File: config.mk
export PLATFORM = sky130hd
export DESIGN_NAME = timer_order_watchdog
export DESIGN_NICKNAME = d
export VERILOG_FILES = /design/src/rtl/timer_order_watchdog.sv
export SDC_FILE = /design/constraint.sdc
export NUM_CORES = 1
export LEC_CHECK = 0
export ABC_CLOCK_PERIOD_IN_PS = 3400
export CAP_MARGIN = 20
export CORE_UTILIZATION = 50
export DETAILED_ROUTE_END_ITERATION = 6
export PLACE_DENSITY = 0.74
export SLEW_MARGIN = 15
export SYNTH_ARGS = -nofsm -noshare
export SYNTH_HDL_FRONTEND = slang
export SYNTH_SLANG_ARGS = --single-unit
File: constraint.sdc
create_clock -name clk -period 3.4 [get_ports clk]
set_input_delay 0.34 -clock clk [delete_from_list [all_inputs] [get_ports clk]]
set_output_delay 0.34 -clock clk [all_outputs]
set_load 0.02 [all_outputs]
File: src/rtl/timer_order_watchdog.sv
`timescale 1ns/1ps
module timer_order_watchdog #(
  parameter int NSLOT           = 15,
  parameter int RELOAD          = 32,
  parameter int SWEEPS_PER_PASS = 64,
  parameter int PASSES          = 2560,
  parameter int FAIL_W          = 16
) (
  input  logic                         clk,
  input  logic                         rst_n,
  input  logic                         ev_valid,
  input  logic [$clog2(NSLOT+1)-1:0]   ev_slot,
  input  logic                         sweep,
  output logic                         order_err,
  output logic                         to_fail,
  output logic [FAIL_W-1:0]            fail_cnt,
  output logic                         pass_done
);
  localparam int SW  = $clog2(NSLOT+1);
  localparam int CW  = $clog2(RELOAD+1);
  localparam int SCW = $clog2(SWEEPS_PER_PASS+1);
  localparam int PCW = $clog2(PASSES+1);
  localparam logic [SW-1:0]  TOP_SLOT = SW'(NSLOT-1);
  localparam logic [CW-1:0]  FULL     = CW'(RELOAD);
  localparam logic [SCW-1:0] SW_LAST  = SCW'(SWEEPS_PER_PASS-1);
  localparam logic [PCW-1:0] PS_LAST  = PCW'(PASSES-1);

  logic [CW-1:0]  cnt [NSLOT];
  logic [SW-1:0]  exp_slot, idx;
  logic           busy;
  logic [SCW-1:0] sw_cnt;
  logic [PCW-1:0] pass_cnt;
  logic [CW-1:0]  cur_cnt;

  wire in_range   = ev_valid && (ev_slot <= TOP_SLOT);
  wire match      = ev_valid && (ev_slot == exp_slot);
  wire collide    = busy && in_range && (ev_slot == idx);
  wire step_fail  = busy && !collide && (cur_cnt == CW'(1));
  wire walk_end   = busy && (idx == '0);
  wire sweep_wrap = walk_end && (sw_cnt == SW_LAST);
  wire pass_wrap  = sweep_wrap && (pass_cnt == PS_LAST);

  always_comb begin
    cur_cnt = FULL;
    for (int i = 0; i < NSLOT; i++)
      if (idx == SW'(i)) cur_cnt = cnt[i];
  end

  for (genvar g = 0; g < NSLOT; g++) begin : g_slot
    always_ff @(posedge clk or negedge rst_n)
      if (!rst_n)                                 cnt[g] <= FULL;
      else if (in_range && ev_slot == SW'(g))     cnt[g] <= FULL;
      else if (busy && idx == SW'(g))             cnt[g] <= (cnt[g] == CW'(1)) ? FULL : cnt[g] - CW'(1);
  end

  always_ff @(posedge clk or negedge rst_n)
    if (!rst_n) begin
      busy <= 1'b0;
      idx  <= '0;
    end else if (busy) begin
      busy <= !walk_end;
      if (!walk_end) idx <= idx - SW'(1);
    end else if (sweep) begin
      busy <= 1'b1;
      idx  <= TOP_SLOT;
    end

  always_ff @(posedge clk or negedge rst_n)
    if (!rst_n)     exp_slot <= TOP_SLOT;
    else if (match) exp_slot <= (exp_slot == '0) ? TOP_SLOT : exp_slot - SW'(1);

  always_ff @(posedge clk or negedge rst_n)
    if (!rst_n) begin
      sw_cnt   <= '0;
      pass_cnt <= '0;
    end else if (walk_end) begin
      sw_cnt <= sweep_wrap ? '0 : sw_cnt + SCW'(1);
      if (sweep_wrap) pass_cnt <= pass_wrap ? '0 : pass_cnt + PCW'(1);
    end

  always_ff @(posedge clk or negedge rst_n)
    if (!rst_n) begin
      order_err <= 1'b0;
      to_fail   <= 1'b0;
      pass_done <= 1'b0;
      fail_cnt  <= '0;
    end else begin
      order_err <= ev_valid && !match;
      to_fail   <= step_fail;
      pass_done <= pass_wrap;
      if (step_fail && fail_cnt != '1) fail_cnt <= fail_cnt + FAIL_W'(1);
    end

  AST_EXP_IN_RANGE: assert property (@(posedge clk) disable iff (!rst_n) exp_slot <= TOP_SLOT);
  AST_ERR_HOLDS_EXP: assert property (@(posedge clk) disable iff (!rst_n) order_err |-> $stable(exp_slot));
  AST_FAIL_IN_WALK: assert property (@(posedge clk) disable iff (!rst_n) to_fail |-> $past(busy));
  AST_TALLY_MONO: assert property (@(posedge clk) disable iff (!rst_n) 1'b1 |=> fail_cnt >= $past(fail_cnt));
  AST_TALLY_STEP: assert property (@(posedge clk) disable iff (!rst_n) (!to_fail && $past(rst_n)) |-> $stable(fail_cnt));
  AST_DONE_CLEARS: assert property (@(posedge clk) disable iff (!rst_n) pass_done |-> (pass_cnt == '0 && sw_cnt == '0));
  AST_IDLE_IGNORES: assert property (@(posedge clk) disable iff (!rst_n) (busy && idx != '0) |=> busy);

  always_comb
    if (rst_n)
      for (int i = 0; i < NSLOT; i++)
        AST_CNT_LIVE: assert (cnt[i] != '0 && cnt[i] <= FULL);
endmodule

# [After elaboration in Yosys (flattened, before gate mapping)]
# Index checks and enable logic that the tools add are counted.
[op_classes] add_sub_neg=20 eq_ne=50 magnitude_cmp=1 n_mux=68 n_reduce_logical=64
[op_table] cell="2-to-1 mux 6 bit" count=60
[op_table] cell="equality test 6 x 1 -> 1 bit (second input constant)" count=16
[op_table] cell="subtractor 6 x 1 -> 6 bit (second input constant)" count=15
[op_table] cell="equality test 4 bit (second input constant)" count=14
[op_table] cell="logical AND 1 bit" count=40
[op_table] cell="equality test 4 x 3 -> 1 bit (second input constant)" count=8
[op_table] cell="nonzero test 2 bit" count=16
[op_table] cell="adder 16 x 1 -> 16 bit (second input constant)" count=1
[op_table] cell="equality test 4 x 2 -> 1 bit (second input constant)" count=4
[op_table] cell="2-to-1 mux 4 bit" count=4
[op_table] cell="inequality test 16 bit (second input constant)" count=1
[op_table] cell="adder 12 x 1 -> 12 bit (second input constant)" count=1
[op_table] cell="equality test 12 bit (second input constant)" count=1
[op_table] cell="logical NOT 4 bit" count=3
[op_table] cell="2-to-1 mux 12 bit" count=1
[op_table] cell="equality test 4 x 1 -> 1 bit (second input constant)" count=2
[op_table] cell="equality test 4 bit" count=2
[op_table] cell="subtractor 4 x 1 -> 4 bit (second input constant)" count=2
[op_table] cell="adder 7 x 1 -> 7 bit (second input constant)" count=1
[op_table] cell="equality test 7 x 6 -> 1 bit (second input constant)" count=1
[op_table] cell="2-to-1 mux 7 bit" count=1
[op_table] cell="<= comparator 4 bit (second input constant)" count=1
[op_table] cell="AND reduction 2 bit" count=2
[op_table] cell="logical NOT 1 bit" count=3
[op_table] cell="other kinds (2)" count=3
[totals] inputBits=8 word_cells=227 register_bits=137 output_inout_bits=19

# [Longest topological paths before layout]
# Gate-level depths: netlist of run 1.
[depth] ltp_word=19 mapped_depth=13 mapped_depth_nobuf=10

# [Worst setup path before layout of run 1]
# No wires, ideal clock.
[synth_timing] path_type="register -> register" startpoint="reg idx[0]" endpoint="reg fail_cnt[1]" setup_ns=0.125 stages_incl_launch_ff=12 path_buffers=1 arrival_time_ns=2.350 slack_ns=0.925 period_less_slack_ns=2.475 t_required_ns=3.275 cell_sequence="dfrtp_1 inv_1 ha_1 buf_4 or3b_1 o211ai_1 nand3_1 a31o_1 nor4_2 o22a_4 nand2_2 mux2_4"
[synth_via] elab_chain_cells=19 elab_cells_between_ends=37 classes_between="eq/ne (16); mux (15); reduce/logical (6)"
[synth_rtl] item="from (decl)" line="29" source="logic [SW-1:0] exp_slot, idx;"
[synth_rtl] item="from (signal assigned)" line="62" source="if (!walk_end) idx <= idx - SW'(1);"
[synth_rtl] item="logical NOT 4 bit" line="46" source="if (idx == SW'(i)) cur_cnt = cnt[i];"
[synth_rtl] item="2-to-1 mux 6 bit (15 in series)" line="46"
[synth_rtl] item="equality test 6 x 1 -> 1 bit" line="38" source="wire step_fail = busy && !collide && (cur_cnt == CW'(1));"
[synth_rtl] item="logical AND 1 bit (*)" line="38"
[synth_rtl] item="logical AND 1 bit (*)" line="91" source="if (step_fail && fail_cnt != '1) fail_cnt <= fail_cnt + FAIL_W'(1);"
[synth_rtl] item="to (signal assigned)" line="91"
[synth_rtl] item="to (decl)" line="16" source="output logic [FAIL_W-1:0] fail_cnt,"
# Mark *: on every way between the ends. The rest lies on a longest branch, timed or not.
# A chain may end at the register's enable or synchronous reset.

# [Final worst setup path of run 1]
[layout_timing] startpoint="reg idx[1]" endpoint="reg fail_cnt[1]"
# The elaborated chain is that of the path after synthesis.

==> results, run 1 <==
- Row generation in the floorplan step produced 46 rows.
- The number of hold-slack violations in the final timing report is 0.
- Among cell families on the critical path, the largest total delay comes from compound AO/OA/AOI/OAI gates.
- Buffers added to address setup during post-CTS repair amount to 0.
- Entering global routing, the biggest net connects 82 pins.
- Fill cells in the final layout number approximately 1500.
- The repair_antennas step left the layout with diodes totalling 0.
- In this run, the number of DRC markers left after iteration 0 of detailed routing was approximately 450.
- The longest clock path from root to sink contains 2 buffers.
- The cell taking the most area after synthesis is dfrtp_1.
- The post-route clock period utilization is 0.917.
- The number of antenna violations at the first check in global routing is 0.
- For this configuration, the core starts out at a cell density of 0.518.
- The core box area is 16000 µm².
- For this design the ratio of total power to cell area is 872 nW/µm².
- The number of design rule violations left after detail routing is 0.
- Summing all non-filler instances in the final layout gives an area of around 9300 µm².
- The horizontal die dimension is ~130 µm.
- The switching part of the total is 0.426.
- The total clock sinks is approximately 140.
- The synthesized netlist occupies a cell area of 8280 µm².
- The headroom to the max-slew limit is 0.550.
- IR analysis of the VDD net gives a maximum drop of 0.000467 V.
- After synthesis the netlist holds a flip-flop and latch count of approximately 140.
- The synthesized netlist contains 74 unique library cells.
- The flow ran to the end, and the final reports show no timing, DRC or antenna violations.
- The classification of the worst setup path is flop to flop.
- Together, buffers and inverters on the worst path number 0.
- The number of vias per cell after detailed routing is 5.81.
- Traced cell by cell, the critical path runs through ha_1 > nor2b_1 > a32o_1 > a311oi_1 > o32ai_1 > nor4_2 > o22a_4 > nand2_2 > mux2_4.
- The sequential group share of total power is 0.378.
- The H-tree generated during clock tree synthesis spans 4 levels.
- The minimum clock period is around 3.1 ns.
- Along the worst path, the maximum fanout reaches 16.
- The register clock-pin slew on the reported worst setup and hold paths is approximately 0.070 ns.
- The count of final setup violators is 0.
- The tool flagged a number of max-cap violations equal to 0.
- The cell with the largest stage delay on the worst path is ha_1.
- After synthesis, the most frequently instantiated cells are nor2_1 (121), dfrtp_1 (119), o21ai_0 (63), nand2_1 (60), xnor2_1 (54).
- The signal arrival time at the worst endpoint is 3.44 ns.
- The overall die area is roughly 17000 µm².
- The first-pass GRT wire length is ~33 mm.
- Based on the critical path, the design can be clocked at up to between 0.3 and 0.4 GHz.
- The clock tree from TritonCTS is done.
- STA classifies the critical path startpoint as a flop.
- The overall die height is 131 µm.
- The largest stage delay on the critical path is 0.64 ns.
- The worst-margin pin slew is approximately 0.68 ns.
- The post-route antenna net violation count is 0.
- The path class of the lowest-slack min-delay path is input pin to async pin.
- In this run the clock root is driven by a clkbuf_16.
- The total overflow left after global routing is 0.
- Yosys printed 0 warnings.
- The count of flip-flops with a built-in enable after synthesis is 0.
- The wire-length estimate of the detail-placed layout is ~14 mm.
- Setup repair after global routing left no endpoint under its margin.
- Compared with the post-synthesis result, the final layout area differs by 12.8%.
- The count of buffers from port buffering is 26.
- The clock arrives with ~0.008 ns of skew.
- The final setup TNS is 0 ns.
- For this design the static power due to leakage is 3.95 nW.
- The portion of synthesized cell area occupied by the leading cell type is 0.360.
- After detailed placement, the total cell area comes to approximately 9000 µm².
- The total I/O pin count is 27.
- Of all flip-flops after synthesis, the portion carrying an async set or reset was 1.00.
- Of the cells placed in the final design, the portion with a size suffix greater than 1 is 0.117.
- The final net count is ~990.
- The share of the Yosys chip area taken by registers is 0.417.
- In this run the mean area of a mapped cell was 9.09 µm².
- The routed design has a little under 20 mm of wire.
- In the synthesized netlist, the number of instances is a little over 900.
- STA classifies the critical path endpoint as a flop.
- STA puts the critical path data required time at 3.72 ns.
- The proportion of power drawn by combinational gates is 0.398.
- The clock latency on the worst-skew pair is 0.43 ns.
- The cell-internal power is 4.68 mW.
- The count of pins over their slew limit is 0.
- The global-route usage over all layers is 0.247.
- The routed wirelength normalized by instance count is 16.5 µm.
- The congestion estimate from routability-driven global placement came to between 0.9 and 1.
- Synthesis produced a netlist with a net count of about 960.
- Counting the buffers created by CTS gives 17.
- The first detailed-routing pass took 5 iterations.
- The net switching power is 3.47 mW.
- Of the total power, the clock network draws 0.224.
- By area the synthesized netlist is led by dfrtp_1 (36%), ha_1 (6.0%), dfstp_2 (5.7%).
- The prevailing post-synth register cell is dfrtp_1.
- The number of global-route vias before repair is between 6000 and 7000.
- Summing over every cut layer, the via total after detailed routing is 6820.
- The dominant cell by count in the synthesized netlist is nor2_1.
power by group through the flow:
| stage | registers [mW] | logic, mW | clock network (mW) |
|---|---|---|---|
| after floorplan | 2.83 | 2.56 | 0 |
| after global placement | 3.07 | 3.11 | 0 |
| after detailed placement | 3.07 | 3.20 | 0 |
| after CTS | 3.06 | 3.23 | 1.86 |
| after global routing | 3.17 | 3.68 | 1.93 |
| final | 3.08 | 3.24 | 1.83 |
routing by layer:
layer | vias to the layer above | routed length [µm] | track usage
li1 | 3285 | - | -
met4 | 0 | 618 | 0.122
met2 | 161 | 8990 | 0.385
met3 | 41 | 785 | 0.0456
met1 | 3333 | 8930 | 0.331
met5 | - | 0 | 0
cells in the final DEF, fill, tap and decap left out, types with 7 or more instances in the layout:
master / n
ha_1: 40
buf_4: 17
clkbuf_16: 17
nor3_1: 46
nand2b_1: 23
nand3_1: 18
nor4_1: 13
o21ai_0: 63
nand4_1: 11
a31o_2: 13
and3_1: 24
nor2_1: 121
xnor2_1: 54
xor2_1: 25
dfrtp_1: 119
o22ai_1: 8
a21oi_1: 44
nand2_1: 60
a211oi_1: 16
nor2b_1: 11
dfstp_2: 18
o31ai_1: 7
clkdlybuf4s50_1: 25
inv_1: 42
registers in the layout, indices dropped and copies added (netlist names):
register   cells
pass_done      1
idx            4
exp_slot       4
order_err      1
pass_cnt      12
to_fail        1
fail_cnt      16
cnt           90
sw_cnt         7
busy           1
final cells by class:
| type | instances | area, µm² | share of cell area |
|---|---|---|---|
| multi-input cells | 701 | 4470 | 0.478 |
| repair buffers | 45 | 419 | 0.0449 |
| flip-flops and latches | 137 | 3450 | 0.369 |
| clock buffers | 19 | 443 | 0.0474 |
| well taps | 216 | 270 | 0.0289 |
| inverters | 43 | 161 | 0.0173 |
| clock inverters | 13 | 134 | 0.0143 |
worst register-to-register path: cells and delay by family (launching register included):
kind	cells	cell delay, ns
AO/OA/AOI/OAI	4	1.04
adder cells (fa/ha/maj)	1	0.64
flip-flops	1	0.47
multiplexers	1	0.31
AND/OR/NAND/NOR	3	0.56
metrics by stage:
stage | std cells | hold WS, ns | setup slack [ns] | utilization | total power, mW
2_1_floorplan | 911 | 0.0444 | 0.925 | - | 5.39
3_3_place_gp | 1141 | 0.342 | 0.430 | 0.547 | 6.18
3_5_place_dp | 1141 | 0.343 | 0.301 | 0.547 | 6.28
4_1_cts | 1174 | 0.473 | 0.294 | 0.584 | 8.15
5_1_grt | 1174 | 0.499 | 0.00595 | 0.584 | 8.78
6_report | 1174 | 0.452 | 0.281 | 0.584 | 8.15
final timing paths:
| kind | end | from | slack (ns) | depth (start not counted) |
|---|---|---|---|---|
| worst max-delay path | fail_cnt[1]$_DFFE_PN0P_ | idx[1]$_DFFE_PN0P_ | 0.28 | 9 |
| worst min-delay path | cnt[56]$_DFFE_PN0P_ | rst_n | 0.45 | 2 |
| worst max register to register | fail_cnt[1]$_DFFE_PN0P_ | idx[1]$_DFFE_PN0P_ | 0.28 | 9 |
| worst min register to register | pass_cnt[4]$_DFFE_PN0P_ | pass_cnt[4]$_DFFE_PN0P_ | 0.47 | 1 |
| max in group asynchronous | cnt[17]$_DFFE_PN1P_ | rst_n | 2.13 | 3 |
| min in group clk | pass_cnt[4]$_DFFE_PN0P_ | pass_cnt[4]$_DFFE_PN0P_ | 0.47 | 1 |
timing repair:
item                      4_1_cts  5_1_grt
resized for setup               0        0
hold endpoints to repair       48        0
hold buffers                    1        0
cell families after synthesis:
| group | count (synthesis) | share of synthesized area |
|---|---|---|
| flip-flops | 137 | 0.417 |
| multiplexers | 4 | 0.00574 |
| AND/OR/NAND/NOR | 383 | 0.241 |
| buffers and inverters | 73 | 0.0441 |
| XOR/XNOR | 79 | 0.0835 |
| AO/OA/AOI/OAI | 195 | 0.148 |
| adder cells (fa/ha/maj) | 40 | 0.0604 |
Power figures use the tool's default switching activity.
==> run 2: changes to the inputs <==
--- a/config.mk
+++ b/config.mk
@@ -9,6 +9,7 @@
 export CAP_MARGIN = 20
 export CORE_UTILIZATION = 50
 export DETAILED_ROUTE_END_ITERATION = 6
+export GPL_ROUTABILITY_DRIVEN = 0
 export PLACE_DENSITY = 0.74
 export SLEW_MARGIN = 15
 export SYNTH_ARGS = -nofsm -noshare
==> results, run 2 (same netlist as run 1, synthesis figures left out) <==
- The finished layout cell area is 9350 µm² (about the same).
- The count of pins over their slew limit is 0 (unchanged).
- The number of vias per cell after detailed routing is 5.80 (was 5.81).
- The flip-flop count of the largest register after layout is 90 (unchanged).
- The iteration count of the initial detailed-routing pass was 5 (unchanged).
- The horizontal die dimension is 131 µm (unchanged).
- The number of inserted filler cells in the final layout was 1403 (was 1470).
- The overall die height is 131 µm (unchanged).
- The global-route usage over all layers is 0.244 (was 0.247).
- The post-route antenna net violation count came to 0 (unchanged).
- The count of buffers from port buffering is 26 (unchanged).
- The number of buffers on the longest clock path is 2 (unchanged).
- The register clock-pin slew on the reported worst setup and hold paths is 0.06 ns (was 0.07 ns).
- The kind of capture point of the worst setup path is a flop (unchanged).
- The largest fanout on the critical path was 16 (unchanged).
- The placed standard-cell area came to 8770 µm² (was 8760 µm²).
- The core box area is 16000 µm² (unchanged).
- The worst endpoint required time is 3.72 ns (about the same).
- The overall die area came to 17100 µm² (unchanged).
- The minimum clock period is 3.10 ns (was 3.12 ns).
- The number of hold-slack violations in the final timing report is 0 (unchanged).
- The area occupied by registers is 3450 µm² (unchanged).
- The maximum ir drop on the vdd rail is 0.000510 V (was 0.000467 V).
- The routed wirelength normalized by instance count is 16.2 µm (was 16.5 µm).
- The clock latency on the worst-skew pair came to 0.43 ns (about the same).
- The headroom to the max-slew limit is 0.529 (was 0.550).
- The deepest level of the CTS H-tree is 4 (unchanged).
- The number of design rule violations left after detail routing is 0 (unchanged).
- The number of global-route vias before repair is 6572 (was 6569).
- The worst slack at placement is 0.265 ns (was 0.301 ns).
- The minimum setup slack in the final design is 0.296 ns (was 0.281 ns).
- The final net count is 993 (unchanged).
- The largest stage delay on the critical path was 0.45 ns (was 0.64 ns).
- The post-route clock period utilization was 0.913 (was 0.917).
- The count of final setup violators came to 0 (unchanged).
- Critical path cell sequence: inv_1 > ha_1 > buf_4 > a211oi_1 > o22ai_1 > a31oi_1 > a21oi_1 > nor4_2 > o22a_4 > nand2_2 > mux2_4 (was ha_1 > nor2b_1 > a32o_1 > a311oi_1 > o32ai_1 > nor4_2 > o22a_4 > nand2_2 > mux2_4).
- The signal arrival time at the worst endpoint is 3.42 ns (was 3.44 ns).
- The sum of internal, switching and leakage power is 8.11 mW (was 8.15 mW).
- Leading cell types in the layout, fill and taps excluded: nor2_1 (121), dfrtp_1 (119), o21ai_0 (63), nand2_1 (60), xnor2_1 (54) (unchanged).
- The path class of the lowest-slack min-delay path is input pin to async pin (unchanged).
- Status: complete, no violations (unchanged).
- The leakage power is 3.94 nW (was 3.95 nW).
- The classification of the worst setup path is flop to flop (unchanged).
- The number of max-cap violations was 0 (unchanged).
- The clock tree from TritonCTS is done (unchanged).
- The number of antenna violations at the first check in global routing was 0 (unchanged).
- The ratio of cells with drive above 1 in the final layout was 0.117 (unchanged).
- The overflow left after global routing is 0 (unchanged).
- The first-pass GRT wire length came to 32.4 mm (was 32.6 mm).
- The element type at the critical path start is a flop (unchanged).
- Registers with the most flip-flops: cnt: 90 flops, fail_cnt: 16 flops, pass_cnt: 12 flops (unchanged).
- The total vias in the final route is 6811 (was 6820).
- The maximum clock skew at final layout came to 0.0114 ns (was 0.00818 ns).
- The starting utilization of the core area is 0.518 (unchanged).
- Unrepaired setup endpoints after global routing: no (unchanged).
- The half-perimeter wire length after placement is 13.6 mm (was 13.9 mm).
- The final setup TNS was 0 ns (unchanged).
- The area of the multi-input gates is 4470 µm² (about the same).
- The iteration-0 DRC count of the detailed router is 454 (was 453).
- The cell row count is 46 (unchanged).
- The cell with the largest stage delay on the worst path is dfrtp_1 (was ha_1).
- The area added between synthesis and finish is 12.9% (was 12.8%).
- The count of inserted antenna diode cells is 0 (unchanged).
- The total I/O pin count is 27 (unchanged).
- The leading cell type in the layout, fill and taps excluded is nor2_1 (unchanged).
- The power density over the cells is 867 nW/µm² (was 872 nW/µm²).
- The number of setup buffers added after CTS came to 0 (unchanged).
- The total clock sinks is 137 (unchanged).
- The maximum number of pins on one net before global-route repair is 87 (was 82).
- The peak clock frequency supported by timing is 0.322 GHz (was 0.321 GHz).
- The TritonCTS buffer count is 17 (unchanged).
- The routed wire length was 19.0 mm (was 19.3 mm).
- The register with the highest flop count is cnt (unchanged).
- The worst-margin pin slew came to 0.706 ns (was 0.676 ns).
- The root cell of the clock tree is clkbuf_16 (unchanged).
run 2: changes by cell type in the layout (fill, tap and decap cells not counted), sizes merged:
cell	delta
clkinvlp	+1
inv	+2
clkinv	-3
run 2: critical path: cells and delay by family (launching register included):
| kind | cells | cell delay, ns |
|---|---|---|
| DFF | 1 | 0.45 |
| buffers and inverters | 2 | 0.38 |
| muxes | 1 | 0.31 |
| adders and majority gates | 1 | 0.37 |
| AOI/OAI and AO/OA | 5 | 1.04 |
| and+or+nand+nor | 2 | 0.44 |
run 2: path summary, 6_finish.rpt:
kind / depth (start not counted) / from / slack (ns) / end
setup / recovery: 11 / idx[1]$_DFFE_PN0P_ / 0.30 / fail_cnt[1]$_DFFE_PN0P_
hold reg to reg: 1 / pass_cnt[6]$_DFFE_PN0P_ / 0.48 / pass_cnt[6]$_DFFE_PN0P_
min in group clk: 1 / pass_cnt[6]$_DFFE_PN0P_ / 0.48 / pass_cnt[6]$_DFFE_PN0P_
hold / removal: 2 / rst_n / 0.43 / cnt[57]$_DFFE_PN0P_
setup reg to reg: 11 / idx[1]$_DFFE_PN0P_ / 0.30 / fail_cnt[1]$_DFFE_PN0P_
max in group asynchronous: 3 / rst_n / 2.11 / cnt[17]$_DFFE_PN1P_
run 2: metal layers:
| layer | up-vias | share of wire | global-route usage |
|---|---|---|---|
| met3 | 50 | 0.056 | 0.0554 |
| met5 | - | 0 | 0 |
| met2 | 206 | 0.47 | 0.394 |
| li1 | 3289 | - | - |
| met1 | 3266 | 0.44 | 0.322 |
| met4 | 0 | 0.027 | 0.0913 |
run 2: what timing repair did:
action                                  CTS  global route
resized for setup                         0             1
endpoints found under the setup margin    0             2
hold buffers                              1             0
hold endpoints to repair                 43             0
run 2: metrics by stage:
step / utilization / cells / hold WS (ns)
after floorplan: - / 911 / 0.0444
after global placement: 0.548 / 1141 / 0.320
after detailed placement: 0.548 / 1141 / 0.326
after CTS: 0.584 / 1174 / 0.457
after global routing: 0.584 / 1174 / 0.489
final: 0.584 / 1174 / 0.432
run 2: where the power goes:
part / internal [mW] / switching [mW]
clock network: 1.03 / 0.762
registers: 2.27 / 0.796
logic: 1.39 / 1.87
total: 4.68 / 3.42
run 2: area by class of cell:
| class | count | share of cell area |
|---|---|---|
| multi-input combinational | 701 | 0.478 |
| sequential | 137 | 0.369 |
| clock buffer | 19 | 0.0463 |
| timing repair buffer | 45 | 0.0462 |
| tap | 216 | 0.0289 |
| inverter | 43 | 0.0173 |
| clock inverter | 13 | 0.0143 |
